<file path="config.mk">
export PLATFORM = sky130hd
export DESIGN_NAME = gpio_pin_ctrl
export DESIGN_NICKNAME = d
export VERILOG_FILES = /design/src/rtl/gpio_pin_pkg.sv /design/src/rtl/gpio_pin_regs.sv /design/src/rtl/gpio_pin_filter.sv /design/src/rtl/gpio_pin_trig.sv /design/src/rtl/gpio_pin_ctrl.sv
export SDC_FILE = /design/constraint.sdc
export NUM_CORES = 1
export LEC_CHECK = 0
export BUFFER_PORTS_ARGS = -buffer_cell sky130_fd_sc_hd__buf_2
export CAP_MARGIN = 20
export CORE_UTILIZATION = 50
export DETAILED_ROUTE_END_ITERATION = 7
export PLACE_DENSITY = 0.86
export SKIP_LAST_GASP = 1
export SLEW_MARGIN = 20
export SYNTH_ARGS = -nofsm -noshare
export SYNTH_HDL_FRONTEND = slang
export SYNTH_SLANG_ARGS = --single-unit
</file>
<file path="constraint.sdc">
create_clock -name clk -period 3.43 [get_ports clk]
set_input_delay 0.343 -clock clk [delete_from_list [all_inputs] [get_ports clk]]
set_output_delay 0.343 -clock clk [all_outputs]
set_load 0.02 [all_outputs]
</file>
<file path="src/rtl/gpio_pin_pkg.sv">
package gpio_pin_pkg;

  typedef enum logic [1:0] {
    TRIG_NONE  = 2'd0,
    TRIG_LEVEL = 2'd1,
    TRIG_EDGE  = 2'd2,
    TRIG_BOTH  = 2'd3
  } trig_e;

  // bit 7 .. bit 0 of the configuration word
  typedef struct packed {
    logic  ts_en;
    logic  irq_en;
    logic  dbc_en;
    logic  pol;
    trig_e trig;
    logic  dir_out;
    logic  pin_en;
  } pin_cfg_t;

  localparam int CFG_W = $bits(pin_cfg_t);

  // word indices (byte offset / 4)
  localparam int WORD_CFG   = 0;
  localparam int WORD_DBC   = 1;
  localparam int WORD_IN    = 2;
  localparam int WORD_FLOAT = 3;
  localparam int WORD_OUT   = 4;
  localparam int WORD_CLR   = 5;

endpackage

</file>
<file path="src/rtl/gpio_pin_regs.sv">
module gpio_pin_regs
  import gpio_pin_pkg::*;
#(
  parameter int DATA_W = 32,
  parameter int ADDR_W = 5,
  parameter int THR_W  = 8
) (
  input  logic              clk,
  input  logic              rst_n,
  input  logic              wen,
  input  logic [ADDR_W-1:0] addr,
  input  logic [DATA_W-1:0] wdata,
  input  logic              lvl,
  output logic [DATA_W-1:0] rdata,
  output pin_cfg_t          cfg,
  output logic [THR_W-1:0]  thr,
  output logic              float_q,
  output logic              out_q,
  output logic              clr
);

  localparam int IDX_W = ADDR_W - 2;

  logic [IDX_W-1:0] idx;
  logic             unused_bits;

  assign idx         = addr[ADDR_W-1:2];
  assign unused_bits = ^{addr[1:0], wdata[DATA_W-1:CFG_W]};
  assign clr         = wen && (idx == IDX_W'(WORD_CFG + WORD_CLR)) && wdata[0];

  always_ff @(posedge clk) begin
    if (!rst_n) begin
      cfg     <= '0;
      thr     <= '0;
      float_q <= 1'b1;
      out_q   <= 1'b0;
    end else if (wen) begin
      if (idx == IDX_W'(WORD_CFG)) begin
        cfg     <= pin_cfg_t'(wdata[CFG_W-1:0]);
        float_q <= ~wdata[1];
      end
      if (idx == IDX_W'(WORD_DBC))   thr     <= wdata[THR_W-1:0];
      if (idx == IDX_W'(WORD_FLOAT)) float_q <= wdata[0];
      if (idx == IDX_W'(WORD_OUT))   out_q   <= wdata[0];
    end
  end

  always_comb begin
    rdata = '0;
    case (idx)
      IDX_W'(WORD_CFG):   rdata[CFG_W-1:0] = cfg;
      IDX_W'(WORD_DBC):   rdata[THR_W-1:0] = thr;
      IDX_W'(WORD_IN):    rdata[0] = cfg.dir_out ? out_q : lvl;
      IDX_W'(WORD_FLOAT): rdata[0] = float_q;
      IDX_W'(WORD_OUT):   rdata[0] = out_q;
      default:            rdata = '0;
    endcase
  end

  // a configuration write leaves float at the inverse of the direction bit
  assert_float_dir_R4: assert property (@(posedge clk) disable iff (!rst_n)
    (wen && idx == IDX_W'(WORD_CFG)) |=> (float_q == !$past(wdata[1])));

endmodule

</file>
<file path="src/rtl/gpio_pin_filter.sv">
module gpio_pin_filter #(
  parameter int SYNC_STAGES = 2,
  parameter int THR_W       = 8
) (
  input  logic             clk,
  input  logic             rst_n,
  input  logic             pad_in,
  input  logic             tick,
  input  logic             dbc_en,
  input  logic [THR_W-1:0] thr,
  output logic             lvl
);

  logic [SYNC_STAGES-1:0] sync_q;
  logic                   samp;
  logic                   filt_on;
  logic [THR_W-1:0]       cnt;
  logic [THR_W:0]         cnt_inc;

  generate
    if (SYNC_STAGES == 1) begin : g_sync1
      always_ff @(posedge clk) begin
        if (!rst_n) sync_q <= '0;
        else        sync_q <= pad_in;
      end
    end else begin : g_syncn
      always_ff @(posedge clk) begin
        if (!rst_n) sync_q <= '0;
        else        sync_q <= {sync_q[SYNC_STAGES-2:0], pad_in};
      end
    end
  endgenerate

  assign samp    = sync_q[SYNC_STAGES-1];
  assign filt_on = dbc_en && (thr != '0);
  assign cnt_inc = {1'b0, cnt} + 1'b1;

  always_ff @(posedge clk) begin
    if (!rst_n) begin
      lvl <= 1'b0;
      cnt <= '0;
    end else if (!filt_on) begin
      lvl <= samp;
      cnt <= '0;
    end else if (samp == lvl) begin
      cnt <= '0;
    end else if (tick) begin
      if (cnt_inc >= {1'b0, thr}) begin
        lvl <= samp;
        cnt <= '0;
      end else begin
        cnt <= cnt_inc[THR_W-1:0];
      end
    end
  end

  // while filtering, the accepted level only moves on a tick
  assert_filter_tick_R6: assert property (@(posedge clk) disable iff (!rst_n)
    (!$stable(lvl) && $past(filt_on)) |-> $past(tick));

endmodule

</file>
<file path="src/rtl/gpio_pin_trig.sv">
module gpio_pin_trig
  import gpio_pin_pkg::*;
(
  input  logic     clk,
  input  logic     rst_n,
  input  pin_cfg_t cfg,
  input  logic     lvl,
  input  logic     clr,
  output logic     pend,
  output logic     ts_event
);

  logic lvl_q;
  logic changed;
  logic active;
  logic hit;

  assign changed = lvl ^ lvl_q;
  assign active  = (lvl == cfg.pol);

  always_comb begin
    hit = 1'b0;
    if (cfg.pin_en && changed) begin
      case (cfg.trig)
        TRIG_LEVEL, TRIG_EDGE: hit = active;
        TRIG_BOTH:             hit = 1'b1;
        default:               hit = 1'b0;
      endcase
    end
  end

  always_ff @(posedge clk) begin
    if (!rst_n) begin
      lvl_q    <= 1'b0;
      pend     <= 1'b0;
      ts_event <= 1'b0;
    end else begin
      lvl_q    <= lvl;
      ts_event <= hit && cfg.ts_en;
      if (cfg.pin_en && cfg.trig == TRIG_LEVEL) pend <= active;
      else if (hit)                              pend <= 1'b1;
      else if (clr)                              pend <= 1'b0;
    end
  end

  // an edge-type pending bit holds until cleared
  assert_edge_sticky_R7: assert property (@(posedge clk) disable iff (!rst_n)
    (pend && !clr && (cfg.trig == TRIG_EDGE || cfg.trig == TRIG_BOTH)) |=> pend);

  // a level trigger tracks the active level
  assert_level_follow_R8: assert property (@(posedge clk) disable iff (!rst_n)
    (cfg.pin_en && cfg.trig == TRIG_LEVEL) |=> (pend == $past(lvl == cfg.pol)));

  // disabled pin or no trigger never raises pending
  assert_no_set_R9: assert property (@(posedge clk) disable iff (!rst_n)
    ((!cfg.pin_en || cfg.trig == TRIG_NONE) && !pend) |=> !pend);

  // the strobe needs its enable
  assert_ts_gate_R11: assert property (@(posedge clk) disable iff (!rst_n)
    ts_event |-> $past(cfg.ts_en));

endmodule

</file>
<file path="src/rtl/gpio_pin_ctrl.sv">
module gpio_pin_ctrl
  import gpio_pin_pkg::*;
#(
  parameter int DATA_W      = 32,
  parameter int ADDR_W      = 5,
  parameter int THR_W       = 8,
  parameter int SYNC_STAGES = 2
) (
  input  logic              clk,
  input  logic              rst_n,
  input  logic              bus_wen,
  input  logic [ADDR_W-1:0] bus_addr,
  input  logic [DATA_W-1:0] bus_wdata,
  output logic [DATA_W-1:0] bus_rdata,
  input  logic              pad_in,
  output logic              pad_out,
  output logic              pad_oe,
  input  logic              tick_ms,
  output logic              irq_pend,
  output logic              ts_event
);

  pin_cfg_t         cfg;
  logic [THR_W-1:0] thr;
  logic             float_q;
  logic             out_q;
  logic             clr;
  logic             lvl;
  logic             pend;

  gpio_pin_regs #(
    .DATA_W(DATA_W), .ADDR_W(ADDR_W), .THR_W(THR_W)
  ) u_regs (
    .clk(clk), .rst_n(rst_n), .wen(bus_wen), .addr(bus_addr),
    .wdata(bus_wdata), .lvl(lvl), .rdata(bus_rdata), .cfg(cfg),
    .thr(thr), .float_q(float_q), .out_q(out_q), .clr(clr)
  );

  gpio_pin_filter #(
    .SYNC_STAGES(SYNC_STAGES), .THR_W(THR_W)
  ) u_filter (
    .clk(clk), .rst_n(rst_n), .pad_in(pad_in), .tick(tick_ms),
    .dbc_en(cfg.dbc_en), .thr(thr), .lvl(lvl)
  );

  gpio_pin_trig u_trig (
    .clk(clk), .rst_n(rst_n), .cfg(cfg), .lvl(lvl), .clr(clr),
    .pend(pend), .ts_event(ts_event)
  );

  assign pad_out  = out_q;
  assign pad_oe   = cfg.pin_en && cfg.dir_out && !float_q;
  assign irq_pend = pend && cfg.irq_en;

endmodule

</file>
# Word-level counts from Yosys, hierarchy flattened
# Index checks and enable logic that the tools add are counted.
# word_totals
regBits,32
output_inout_bits,36
elab_cells,71
inputBits,42
# classes
n_eq_ne,13
magnitude_cmp,1
n_reduce_logical,21
add_sub_neg,1
bitwise,4
muxes,15
# ops
cell,n
7-bit one-hot mux with 2 select lines,1
1-bit two-way mux,11
"8-bit by 1-bit adder with 9-bit output, second input constant",1
9-bit by 8-bit greater-or-equal comparator with 1-bit output,1
1-bit logical AND,9
8-bit two-way mux,1
2-bit AND reduction,4
8-bit nonzero test,1
"3-bit by 2-bit == test with 1-bit output, second input constant",2
"3-bit == test, second input constant",2
"2-bit inequality test, second input constant",3
1-bit one-hot mux with 5 select lines,1
"2-bit == test, second input constant",2
"3-bit by 1-bit == test with 1-bit output, second input constant",1
3-bit zero test,1
1-bit NOT,3
3-bit AND reduction,1
3-bit nonzero test,1
3-bit OR reduction,1
1-bit == test,2
"2-bit by 1-bit == test with 1-bit output, second input constant",1
1-bit one-hot mux with 2 select lines,1
2-bit nonzero test,1
2-bit OR reduction,1
other kinds (2),2

# Depth between registers and ports, before layout
# Gate-level depths: netlist of run 1.
# logic_depth
depth_word,6
ltp_mapped,10
mapped_depth_nobuf,9

# Cells and area by module
# A second synthesis of run 1 with hierarchy kept.
# unflattened
cells_unflattened,257
hier_area_um2,2200.9
# by_module_without_submodules
module,seq_area_each_um2,instances,cells_per_inst,area_each_um2
gpio_pin_regs,360.3,1,130,1148.6
gpio_pin_filter,220.2,1,105,857.1
gpio_pin_trig,60.1,1,20,180.2
gpio_pin_ctrl,0.0,1,2,15.0

# Worst setup path after synthesis of run 1
# OpenSTA, ideal clock, no wires.
# synth_path
path_kind,reg2reg
from,register u_filter.cnt[0]
to,register u_filter.cnt[0]
required_time_ps,3354
period_less_slack_ps,2344
n_path_buf,0
setup_slack_ps,1086
stages_incl_launch_ff,10
setup_ps,76
t_arrival_ps,2268
cell_sequence,dfxtp_1 > ha_1 > nand2_1 > nor2_1 > xor2_1 > ha_1 > a2111oi_4 > o21ai_2 > a2111o_1 > a21oi_1
# synth_between
elab_chain_len,3
# synth_rtl
element,line,text
from (decl),gpio_pin_filter.sv:17,logic [THR_W-1:0] cnt;
from (signal assigned),gpio_pin_filter.sv:52,cnt <= cnt_inc[THR_W-1:0];
8-bit by 1-bit adder with 9-bit output (*),gpio_pin_filter.sv:36,"assign cnt_inc = {1'b0, cnt} + 1'b1;"
9-bit by 8-bit greater-or-equal comparator with 1-bit output,gpio_pin_filter.sv:48,"if (cnt_inc >= {1'b0, thr}) begin"
8-bit two-way mux (*),gpio_pin_filter.sv:48,
# Every way passes the cells marked *; elsewhere a longest branch is shown, timed or not.
# A chain may end at the register's enable or synchronous reset.

# Worst setup path in the final report of run 1
# layout_path
from,register u_filter.cnt[0]
to,register u_filter.lvl
# layout_between
elab_chain_len,4
# layout_rtl
element,line,text
8-bit by 1-bit adder with 9-bit output,gpio_pin_filter.sv:36,
9-bit by 8-bit greater-or-equal comparator with 1-bit output,gpio_pin_filter.sv:48,
2-bit inequality test (no source line),-,
3-bit AND reduction (no source line),-,
to (signal assigned),gpio_pin_filter.sv:43,lvl <= samp;
to (signal assigned),gpio_pin_filter.sv:49,lvl <= samp;
to (decl),gpio_pin_filter.sv:11,output logic lvl
# No other way between the ends.

==> run_results.csv, run 1 <==
group,metric,value,unit
worst_setup_path,crit_fanout,9,
global_route,grt_overflow,0,
run,drv_cap,0,
floorplanning,dieHeight,67.8,µm
route,dr.pass1.iters,4,
floorplanning,die_area,0.00459,mm²
hold_path,worstHoldEndpoint,"u_filter.sync_q[0]",
final_layout,drive_gt1_share,16.1,%
worst_setup_path,r2r_start,"u_filter.cnt[0]",
power,ir_worst_vdd,0.000197,V
yosys,yosys.area.top_type_share,29.6,%
yosys,synth-seq-cells,32,
route,finalWirelength,4.52,mm
timing,max_slew_margin,34.0,%
timing,worst_clock_skew,5.71,ps
timing,finalCritPeriodShare,80.4,%
route,viasPerCell,5.40,
clock_tree,clkTransAtPathRegs,70,ps
clock_tree,clkLatencyLatePin,290,ps
yosys,syn-cell-area,0.00216,mm²
worst_setup_path,crit_chain,"ha_1 > nand2_1 > nor2_1 > xor2_1 > ha_1 > a2111oi_4 > o21ai_2 > a311oi_1 > mux2i_1",
yosys,syn_inst,261,
timing,hold_viol_final,0,
timing,setup_violations,0,
yosys,ys_top_cells_by_area,"dfxtp_1, buf_4, mux2i_1, ha_1, nand2_1",
placement,hpwlAfterDp,3.30,mm
route,antenna_left,0,
route,drc,0,
floorplanning,die_w,67.8,µm
timing,rsz0062_at_grt,"false",
route,wl_per_cell,13.5,µm
yosys,yosysTopAreaCell,"dfxtp_1",
worst_setup_path,critPathMaxStageDelay,420,ps
clock_tree,tritoncts,"yes",
worst_setup_path,cp.required,3650,ps
worst_setup_path,r2r_slack,670,ps
timing,maxSlewViolCount,0,
clock_tree,clk_path_buf_depth,2,
clock_tree,cts_setup_buffers,0,
yosys,syn_area_per_cell,8.29,µm²
global_route,grt_max_degree,26,
final_layout,area_growth,7.98,%
final_layout,nFillCells,354,
run_status,status,"finished, final reports clean",
yosys,synth-edff-count,0,
route,via_count,1810,
global_route,grt_first_pass_wirelength,7.23,mm
clock_tree,cts_buffers,5,
worst_setup_path,worstSetupPathType,"flop to flop",
clock_tree,cts-root-buf,"clkbuf_8",
hold_path,min_from,"pad_in",
yosys,yosys_warnings,0,
route,drtIter0Drc,125,
global_route,grt.total_usage,21.5,%
timing,period_minus_slack,2760,ps
hold_path,hold_depth,2,
yosys,synth-seq-area-share,29.6,%
worst_setup_path,worstReg2RegEnd,"u_filter.lvl",
placement,io_buffers,27,
final_layout,final_util,57.2,%
worst_setup_path,cp_common_cell,"ha_1",
final_layout,nNetsFinal,338,
floorplanning,start_util,52.9,%
worst_setup_path,worstPathArrival,2980,ps
timing,timing.fmax,0.363,GHz
final_layout,final_common_cell,"nand2_1",
worst_setup_path,rr_worst_depth,9,
yosys,async_flop_share,0,%
global_route,grt_pass1_vias,1615,
timing,tns,0,ps
floorplanning,ioPinCount,78,
yosys,synth_cell_type_count,44,
clock_tree,cts_resized,0,
worst_setup_path,cp-end-kind,"flop",
floorplanning,row_count,23,
power,p_per_area,358,mW/mm²
clock_tree,holdBufCountCts,0,
power,p_leak,0.959,nW
hold_path,hold_path.class,"input port to flop",
final_layout,most-common-layout-cells,"nand2_1, dfxtp_1, buf_2, conb_1, mux2i_1",
placement,place_congestion,0.906,
yosys,synth_ff_type,"dfxtp_1",
timing,tightestPinTransition,983,ps
floorplanning,core-area,0.00409,mm²
clock_tree,cts.htree.levels,2,
clock_tree,clock-sinks,32,
final_layout,diodes,0,
worst_setup_path,worst_setup_path_start_kind,"flop",
worst_setup_path,slowest_stage,"dfxtp_1",
global_route,grt_antenna_before_repair,0,
[layout make-up]
cell class | instances | area, µm² | share of cell area, %
clock buffers | 6 | 72.6 | 3.11
clock inverters | 2 | 35.0 | 1.50
multi-input cells | 203 | 1330 | 56.9
inverters | 14 | 52.6 | 2.25
well taps | 50 | 62.6 | 2.68
repair buffers | 28 | 143 | 6.11
flip-flops and latches | 32 | 641 | 27.4
[cell usage after synthesis, drive strengths merged (4+ instances only)]
| library cell | n |
|---|---|
| nand2 | 36 |
| dfxtp | 32 |
| buf | 29 |
| mux2i | 17 |
| nor2 | 15 |
| inv | 14 |
| ha | 12 |
| nor2b | 12 |
| o21ai | 12 |
| a21boi | 9 |
| a21oi | 9 |
| clkbuf | 6 |
| nand3 | 5 |
| xor2 | 5 |
| a2111oi | 4 |
| nor3b | 4 |
| xnor2 | 4 |
[state kept, by name (all words and copies together) (netlist names)]
name and flops:
u_regs.out_q 1, u_trig.lvl_q 1, u_regs.float_q 1, u_trig.ts_event 1
u_filter.sync_q 2, u_regs.cfg 8, u_filter.cnt 8, u_regs.thr 8
u_trig.pend 1, u_filter.lvl 1
[worst max path at each step]
stage | from | end | slack, ps | cells past startpoint
final | u_filter.cnt[0] | u_filter.lvl | 670 | 9
after global placement | u_filter.cnt[0] | u_filter.lvl | 850 | 9
after global routing | u_filter.cnt[0] | u_filter.lvl | 490 | 9
after detailed placement | u_filter.cnt[0] | u_filter.lvl | 760 | 9
after CTS | u_filter.cnt[0] | u_filter.lvl | 700 | 9
after floorplan | u_filter.cnt[0] | u_filter.cnt[0] | 1090 | 9
[worst max-delay path, delay by kind of cell (launching register included)]
kind,cells,cell delay [ps]
compound gates,3,1020
fa+ha+maj,2,600
flops,1,420
simple gates,2,260
mux,1,230
xor+xnor,1,170
[cells by family after synthesis]
logic type                 share of synthesized area [%]
and+or+nand+nor                                     21.3
AOI/OAI and AO/OA                                   17.6
buffers and inverters                               12.9
DFF                                                 29.6
muxes                                               7.87
adders and majority gates                           6.94
xor gates and xnor gates                            3.64
other                                              0.173
[where the power goes]
part           internal (W)  total [W]  leakage (nW)  switching [W]
clock network      0.000215   0.000356        0.0552       0.000141
logic             0.0000291  0.0000949         0.644      0.0000658
registers          0.000378   0.000385         0.259     0.00000662
[per-stage QoR]
| step | hold WS [ps] | cells | power (W) | setup WS (ps) | area (µm²) |
|---|---|---|---|---|---|
| floorplan | 412 | 284 | 0.000484 | 1090 | 2250 |
| global placement | 418 | 327 | 0.000484 | 847 | 2230 |
| detailed placement | 434 | 327 | 0.000487 | 760 | 2230 |
| CTS | 258 | 335 | 0.000844 | 703 | 2340 |
| global route | 276 | 335 | 0.000871 | 487 | 2340 |
| finish | 267 | 335 | 0.000836 | 673 | 2340 |
[metal layers]
layer / vias up / routed length, µm / track usage [%]
met5: - / 0 / 0
met4: 0 / 89 / 9.90
met3: 9 / 267 / 4.73
met2: 71 / 2160 / 37.7
met1: 834 / 2010 / 24.4
li1: 896 / - / -
No activity file was read; power rests on OpenSTA's default activity.
==> run 2: changes to the inputs <==
Clock period 3.43 ns to 2.9 ns, I/O delays scaled along.
==> run_results.csv, run 2 (synthesized netlist as in run 1, its figures left out) <==
group,metric,value,unit
worst_setup_path,worstPathArrival,2900,ps
clock_tree,tritoncts,"yes",
worst_setup_path,cp-end-kind,"flop",
global_route,grt.total_usage,21.0,%
power,intPower,0.000737,W
timing,worst_clock_skew,6.47,ps
timing,timing.fmax,0.372,GHz
final_layout,final_util,57.5,%
clock_tree,clock-sinks,32,
clock_tree,clkTransAtPathRegs,70,ps
final_layout,final_common_cell,"nand2_1",
clock_tree,cts_buffers,5,
timing,max_slew_margin,32.7,%
global_route,grt_antenna_before_repair,0,
worst_setup_path,worstSetupPathType,"flop to flop",
route,wl_per_cell,13.1,µm
route,drc,1,
worst_setup_path,worst_setup_path_start_kind,"flop",
route,antenna_left,0,
worst_setup_path,crit_chain,"ha_1 > nand2_1 > nor2_1 > xor2_1 > ha_1 > a2111oi_4 > o21ai_2 > a311oi_1 > mux2i_1",
clock_tree,cts-root-buf,"clkbuf_8",
final_layout,drive_gt1_share,16.8,%
global_route,grt_max_degree,26,
route,viasPerCell,5.35,
power,ir_worst_vdd,0.000189,V
worst_setup_path,path_buf_inv,0,
clock_tree,cts_setup_buffers,0,
global_route,grt_overflow,0,
worst_setup_path,crit_family,"compound AO/OA/AOI/OAI gates",
route,via_count,1797,
timing,maxSlewViolCount,0,
timing,hold_viol_final,0,
worst_setup_path,slowest_stage,"dfxtp_1",
floorplanning,ioPinCount,78,
global_route,grt_first_pass_wirelength,7.18,mm
clock_tree,cts.htree.levels,2,
timing,finalCritPeriodShare,92.7,%
power,p_comb_share,11.4,%
run,drv_cap,0,
final_layout,area_growth,8.62,%
route,finalWirelength,4.39,mm
worst_setup_path,cp_common_cell,"ha_1",
worst_setup_path,cp.required,3110,ps
worst_setup_path,critPathMaxStageDelay,410,ps
global_route,grt_pass1_vias,1602,
floorplanning,die_area,0.00459,mm²
timing,tightestPinTransition,1000,ps
power,pwr-share-clk,42.6,%
floorplanning,start_util,52.9,%
floorplanning,core-area,0.00409,mm²
floorplanning,dieHeight,67.8,µm
power,p_leak,0.964,nW
route,dr.pass1.iters,6,
clock_tree,clkLatencyLatePin,280,ps
power,swShare,25.5,%
final_layout,most-common-layout-cells,"nand2_1, dfxtp_1, buf_2, conb_1, mux2i_1",
run_status,violations,"DRC",
hold_path,hold_path.class,"input port to flop",
run_status,status,"finished, violations left",
route,drtIter0Drc,99,
power,p_per_area,421,mW/mm²
timing,tns,0,ps
floorplanning,row_count,23,
timing,fin_hold_ws,215,ps
placement,io_buffers,27,
worst_setup_path,crit_fanout,9,
power,switchingPower,0.000252,W
floorplanning,die_w,67.8,µm
placement,hpwlAfterDp,3.28,mm
timing,rsz0062_at_grt,"false",
final_layout,diodes,0,
clock_tree,clk_path_buf_depth,2,
power,p_seq_share,46.1,%
final_layout,top_regs,"u_filter.cnt x8, u_regs.cfg x8, u_regs.thr x8",
timing,period_minus_slack,2690,ps
final_layout,nNetsFinal,339,
placement,place_congestion,0.914,
timing,setup_violations,0,
[run 2: path summary, 6_finish.rpt]
path	start	end	slack [ps]	cells past startpoint
worst max-delay path	u_filter.cnt[0]	u_filter.lvl	210	9
worst max register to register	u_filter.cnt[0]	u_filter.lvl	210	9
worst min register to register	u_filter.sync_q[0]	u_filter.sync_q[1]	440	1
worst min-delay path	pad_in	u_filter.sync_q[0]	210	2
[run 2: final cells by class]
cell class / instances / area [µm²]
clock buffer: 6 / 72.6
multi-input combinational: 203 / 1340
tap: 50 / 62.6
timing repair buffer: 29 / 150
sequential: 32 / 641
inverter: 14 / 52.6
clock inverter: 2 / 35.0
fill: 343 / 1740
[run 2: worst reg2reg max path: cells and delay by family, from the launching register on]
kind | cells | cell delay, ps
adders and majority gates | 2 | 580
and+or+nand+nor | 2 | 250
AOI/OAI and AO/OA | 3 | 990
muxes | 1 | 240
DFF | 1 | 410
xor gates and xnor gates | 1 | 150
[run 2: repair_timing]
| action | 4_1_cts | 5_1_grt |
|---|---|---|
| resized for setup | 0 | 2 |
| hold buffers | 0 | 0 |
| endpoints found under the setup margin | 0 | 1 |
[run 2: per-layer routing]
metal	share of wire (%)	GRT usage (%)
met5	0	0
met4	1.4	7.03
met3	4.8	4.90
met2	49	35.4
met1	45	25.9
[run 2: power by group through the flow]
stage               clock [W]  sequential (W)  combinational (W)
floorplan                   0        0.000463           0.000110
global placement            0        0.000464           0.000108
detailed placement          0        0.000465           0.000111
CTS                  0.000430        0.000455           0.000111
global route         0.000458        0.000456           0.000125
finish               0.000421        0.000455           0.000112
[run 2: metrics by stage]
stage               instance area, µm²  power, W  setup WS (ps)  cells
finish                            2350  0.000989            212    336
global route                      2350   0.00104           3.61    336
CTS                               2340  0.000996            153    336
detailed placement                2240  0.000576            165    328
global placement                  2240  0.000573            303    328
floorplan                         2250  0.000572            556    284
